File: config.mk
export PLATFORM = sky130hd
export DESIGN_NAME = rv_imm_gen
export DESIGN_NICKNAME = d
export VERILOG_FILES = /design/src/rtl/rv_imm_pkg.sv /design/src/rtl/imm_fmt_decode.sv /design/src/rtl/imm_assemble.sv /design/src/rtl/imm_shift_extract.sv /design/src/rtl/rv_imm_gen.sv
export SDC_FILE = /design/constraint.sdc
export NUM_CORES = 1
export LEC_CHECK = 0
export ABC_AREA = 1
export BUFFER_PORTS_ARGS = -buffer_cell sky130_fd_sc_hd__buf_2
export CAP_MARGIN = 10
export CORE_MARGIN = 4
export CORE_UTILIZATION = 40
export DETAILED_ROUTE_END_ITERATION = 8
export PLACE_DENSITY = 0.85
export SKIP_LAST_GASP = 1
export SYNTH_ARGS = -nofsm -noshare
export SYNTH_HDL_FRONTEND = slang
export SYNTH_SLANG_ARGS = --single-unit
File: constraint.sdc
create_clock -name vclk -period 2.6
set_clock_uncertainty 0.2 [all_clocks]
set_input_delay 0.26 -clock vclk [all_inputs]
set_output_delay 0.26 -clock vclk [all_outputs]
set_load 0.02 [all_outputs]
File: src/rtl/rv_imm_pkg.sv
package rv_imm_pkg;
  typedef enum logic [2:0] {
    FMT_R    = 3'd0,
    FMT_I    = 3'd1,
    FMT_S    = 3'd2,
    FMT_B    = 3'd3,
    FMT_U    = 3'd4,
    FMT_J    = 3'd5,
    FMT_NONE = 3'd7
  } fmt_e;

  localparam logic [6:0] OPC_OPIMM  = 7'b0010011;
  localparam logic [6:0] OPC_LOAD   = 7'b0000011;
  localparam logic [6:0] OPC_JALR   = 7'b1100111;
  localparam logic [6:0] OPC_STORE  = 7'b0100011;
  localparam logic [6:0] OPC_BRANCH = 7'b1100011;
  localparam logic [6:0] OPC_LUI    = 7'b0110111;
  localparam logic [6:0] OPC_AUIPC  = 7'b0010111;
  localparam logic [6:0] OPC_JAL    = 7'b1101111;
  localparam logic [6:0] OPC_OP     = 7'b0110011;

  localparam logic [2:0] F3_SLL = 3'b001;
  localparam logic [2:0] F3_SR  = 3'b101;
endpackage

File: src/rtl/imm_fmt_decode.sv
module imm_fmt_decode
  import rv_imm_pkg::*;
(
  input  logic [6:0] opcode_i,
  output fmt_e       fmt_o,
  output logic       illegal_o
);
  always_comb begin
    illegal_o = 1'b0;
    unique case (opcode_i)
      OPC_OPIMM, OPC_LOAD, OPC_JALR: fmt_o = FMT_I;
      OPC_STORE:                     fmt_o = FMT_S;
      OPC_BRANCH:                    fmt_o = FMT_B;
      OPC_LUI, OPC_AUIPC:            fmt_o = FMT_U;
      OPC_JAL:                       fmt_o = FMT_J;
      OPC_OP:                        fmt_o = FMT_R;
      default: begin
        fmt_o     = FMT_NONE;
        illegal_o = 1'b1;
      end
    endcase
  end

  // the flag and the unknown code always travel together
  always_comb begin
    p_illegal_code_r8: assert (illegal_o == (fmt_o == FMT_NONE))
      else $error("illegal flag and format code disagree");
  end
endmodule

File: src/rtl/imm_assemble.sv
module imm_assemble
  import rv_imm_pkg::*;
#(
  parameter int XLEN = 32
) (
  input  logic [31:7]     instr_i,
  input  fmt_e            fmt_i,
  output logic [XLEN-1:0] imm_o
);
  localparam int ILEN = 32;
  localparam int EXT  = XLEN - ILEN;

  logic        sgn;
  logic [31:0] imm32;

  assign sgn = instr_i[31];

  always_comb begin
    unique case (fmt_i)
      FMT_I: imm32 = {{20{sgn}}, instr_i[31:20]};
      FMT_S: imm32 = {{20{sgn}}, instr_i[31:25], instr_i[11:7]};
      FMT_B: imm32 = {{19{sgn}}, instr_i[31], instr_i[7], instr_i[30:25],
                      instr_i[11:8], 1'b0};
      FMT_U: imm32 = {instr_i[31:12], 12'h000};
      FMT_J: imm32 = {{11{sgn}}, instr_i[31], instr_i[19:12], instr_i[20],
                      instr_i[30:21], 1'b0};
      default: imm32 = '0;
    endcase
  end

  // Widen to the datapath width when it exceeds the instruction width
  generate
    if (EXT > 0) begin : g_wide
      assign imm_o = {{EXT{imm32[31]}}, imm32};
    end else begin : g_native
      assign imm_o = imm32[XLEN-1:0];
    end
  endgenerate
endmodule

File: src/rtl/imm_shift_extract.sv
module imm_shift_extract
  import rv_imm_pkg::*;
#(
  parameter int XLEN = 32,
  localparam int SHAMT_W = $clog2(XLEN)
) (
  input  logic [6:0]         opcode_i,
  input  logic [2:0]         funct3_i,
  input  logic [SHAMT_W-1:0] shamt_field_i,
  input  logic               alt_i,
  output logic [SHAMT_W-1:0] shamt_o,
  output logic               arith_o
);
  logic is_opimm;
  logic is_shift;

  assign is_opimm = (opcode_i == OPC_OPIMM);
  assign is_shift = is_opimm && (funct3_i == F3_SLL || funct3_i == F3_SR);
  assign shamt_o  = is_shift ? shamt_field_i : '0;
  assign arith_o  = is_opimm && (funct3_i == F3_SR) && alt_i;

  always_comb begin
    p_arith_right_only_r10: assert (!arith_o || (shamt_o == shamt_field_i && funct3_i == F3_SR))
      else $error("arithmetic select outside right shift");
    p_shamt_opimm_r9: assert (shamt_o == '0 || is_opimm)
      else $error("shift amount on non shift-immediate opcode");
  end
endmodule

File: src/rtl/rv_imm_gen.sv
module rv_imm_gen
  import rv_imm_pkg::*;
#(
  parameter int XLEN = 32,
  localparam int SHAMT_W = $clog2(XLEN)
) (
  input  logic [31:0]        instr_i,
  output logic [XLEN-1:0]    imm_o,
  output logic [2:0]         fmt_o,
  output logic [SHAMT_W-1:0] shamt_o,
  output logic               shift_arith_o,
  output logic               illegal_o
);
  fmt_e fmt;

  imm_fmt_decode u_decode (
    .opcode_i  (instr_i[6:0]),
    .fmt_o     (fmt),
    .illegal_o (illegal_o)
  );

  imm_assemble #(.XLEN(XLEN)) u_assemble (
    .instr_i (instr_i[31:7]),
    .fmt_i   (fmt),
    .imm_o   (imm_o)
  );

  imm_shift_extract #(.XLEN(XLEN)) u_shift (
    .opcode_i      (instr_i[6:0]),
    .funct3_i      (instr_i[14:12]),
    .shamt_field_i (instr_i[20 +: SHAMT_W]),
    .alt_i         (instr_i[30]),
    .shamt_o       (shamt_o),
    .arith_o       (shift_arith_o)
  );

  assign fmt_o = fmt;

  always_comb begin
    p_bj_even_r3: assert (!(fmt == FMT_B || fmt == FMT_J) || imm_o[0] == 1'b0)
      else $error("branch or jump offset is odd");
    p_u_low_zero_r4: assert (fmt != FMT_U || imm_o[11:0] == 12'h000)
      else $error("upper immediate low bits not clear");
    p_sign_ext_r6: assert (fmt == FMT_R || fmt == FMT_NONE || imm_o[XLEN-1] == instr_i[31])
      else $error("immediate sign does not follow instruction bit 31");
    p_reg_zero_r7: assert (fmt != FMT_R || (imm_o == '0 && !illegal_o))
      else $error("register layout produced an immediate");
    p_illegal_quiet_r8: assert (!illegal_o || (imm_o == '0 && shamt_o == '0 && !shift_arith_o))
      else $error("unknown opcode drove a non-zero output");
  end
endmodule

==> out/results.txt <==
Total grt overflow: 0
Clk pwr share: 0%
Drt wl/cell: 9.99 microns
Total Routed Length: 2950 microns
Gate power share: 100.0%
Initial core utilization: 41.6%
Max Fanout on Critical Path: 21
Share of the synthesized area in the top cell type: 32.1%
Placement Cell Area: 0.00127 sq mm
Post-Syn Instances: 199
DRC viols: 0
Syn Nets: 231
Slew @ Worst Pin: 0.526 ns
Final Hold Fails: 0
Reg power frac: 0%
Max_slew headroom: 64.8%
Vias in the first global route: 1,139
Worst path required time: 2.14 ns
RePlAce Congestion: 0.889
Fin Setup TNS: 0 ns
Post-CTS Setup Repair Bufs: 0
CP max-delay cell: nor2_4
# Max-Cap Violations: 0
CP max stage delay: 0.25 ns
Bufs and invs on worst path: 3
Post-synth top cells: nand2_1 (78), nand3_1 (39), nor2_1 (34), inv_1 (16), buf_2 (5)
# diodes: 0
Switching Fraction: 64.8%
TritonRoute pass-1 iters: 4
Largest net degree at the start of global routing: 22
Worst path arrival time: 1.52 ns
Io pins: 74
Final setup fails: 0
# rows: 17
Worst Setup EP: imm_o[19]
Setup crit start: instr_i[4]
Mapped cell area: 911 sq um
Seq cells: 0
Power per cell area: 90.1 mW/mm^2
Power consumption: 114 uW
HP Class: input pin to output pin
Util after Layout: 57.9%
First-pass GRT wire length: 4770 microns
# clk buffers: 0
Psw: 74.0 uW
PortBufs: 74
Die area: 0.00310 sq mm
Total GRT Usage: 17.5%
Final Max Slew Viols: 0
Post-synth top area cell: nand2_1
CP endpoint kind: output pin
Cell with the most instances after synthesis: nand2_1
Minimum clock period: 1.98 ns
Int Pwr: 40.3 uW
Period utilization: 76.0%
Register Area: 0 sq um
Share of post-route cells with drive strength above 1: 34.5%
Top Family by Delay on Critical Path: simple AND/OR/NAND/NOR gates
1st-iter DRT viols: 34
Fill cells: 233
Area growth, synth to finish: 39.3%
Final instance area: 0.00127 sq mm
Avg Cell Area, Syn: 4.58 sq um
Run status: finished clean
Die H: 55.7 microns
Lkg Pwr: 0.986 nW
Vias/cell: 4.83
Nets: 301
Yosys warns: 0
Initial antenna violation count: 0
CP Launch Type: input pin
Unique masters post-synth: 15
Peak VDD IR: 88.5 uV
Die Wd: 55.7 microns
PostCTS Resize Cnt: 0
Largest cells by area after synthesis: nand2_1 (32%), nand3_1 (21%), nor2_1 (14%)
Critical path class: input pin to output pin
RSZ-0062 raised after global routing: no
Antenna-violating nets left: 0
Vias: 1,426
DP Wirelength: 2380 microns
Seq/Total Area, Yosys: 0%
Core area: 0.00219 sq mm
WP depth: 9
Fmax: 506 MHz
# hold bufs at CTS: 0
CP cell instances: buf_2, inv_2, nand2_2, nor2_4, nand2_1, nand2_4, nand2_4, nand3_1, buf_2
power groups by stage:
stage / clock network (mW) / logic, mW / registers, mW
after global placement: 0 / 0.113 / 0
after CTS: 0 / 0.114 / 0
final: 0 / 0.114 / 0
after global routing: 0 / 0.126 / 0
after floorplan: 0 / 0.0603 / 0
after detailed placement: 0 / 0.114 / 0
worst min-delay path, delay by kind of cell:
kind	cells	cell delay (ns)
buf+inv	2	0.22
simple gates	2	0.09
layout make-up:
cell class	instances	area, sq um	share of cell area, %
multi-input cells	170	766	60.4
well taps	28	35.0	2.76
inverters	20	75.1	5.92
repair buffers	77	393	31.0
logic make-up after synthesis:
logic type,after synthesis,share of synthesized area [%]
simple gates,170,84.1
buf+inv,29,15.9
worst min-delay path by stage:
stage	depth (start not counted)	slack [ns]	from	to
finish	4	0.64	instr_i[11]	imm_o[4]
global route	4	0.65	instr_i[11]	imm_o[4]
CTS	4	0.63	instr_i[9]	imm_o[2]
detailed placement	4	0.64	instr_i[9]	imm_o[2]
global placement	4	0.63	instr_i[11]	imm_o[4]
floorplan	2	0.45	instr_i[14]	shift_arith_o
placed cells by master, fill, tap and decap left out:
cell type,netlist,routed
nand2_4,3,3
nor3_1,2,2
nor3b_1,4,4
buf_4,0,3
inv_1,16,16
nand4_1,2,2
buf_2,5,74
inv_2,4,4
nand3_2,1,1
nor2_1,34,34
nor2_4,2,2
nand2_1,78,78
nand2_2,4,4
nand3_1,39,39
nor2_2,1,1
through the flow:
stage / std cells / setup WS [ns] / hold WS (ns)
finish: 295 / 0.623 / 0.635
CTS: 295 / 0.622 / 0.635
floorplan: 199 / 0.889 / 0.450
global placement: 295 / 0.652 / 0.635
global route: 295 / 0.508 / 0.653
detailed placement: 295 / 0.623 / 0.635
routing by layer:
metal,wire [microns],part of all wire [%],global-route usage (%),up-vias
met2,1380,47,30.9,56
li1,-,-,-,757
met5,0,0,0,-
met1,1280,43,23.2,613
met3,286,9.7,2.78,0
met4,0,0,1.04,0
(Power assumes the default switching activity.)
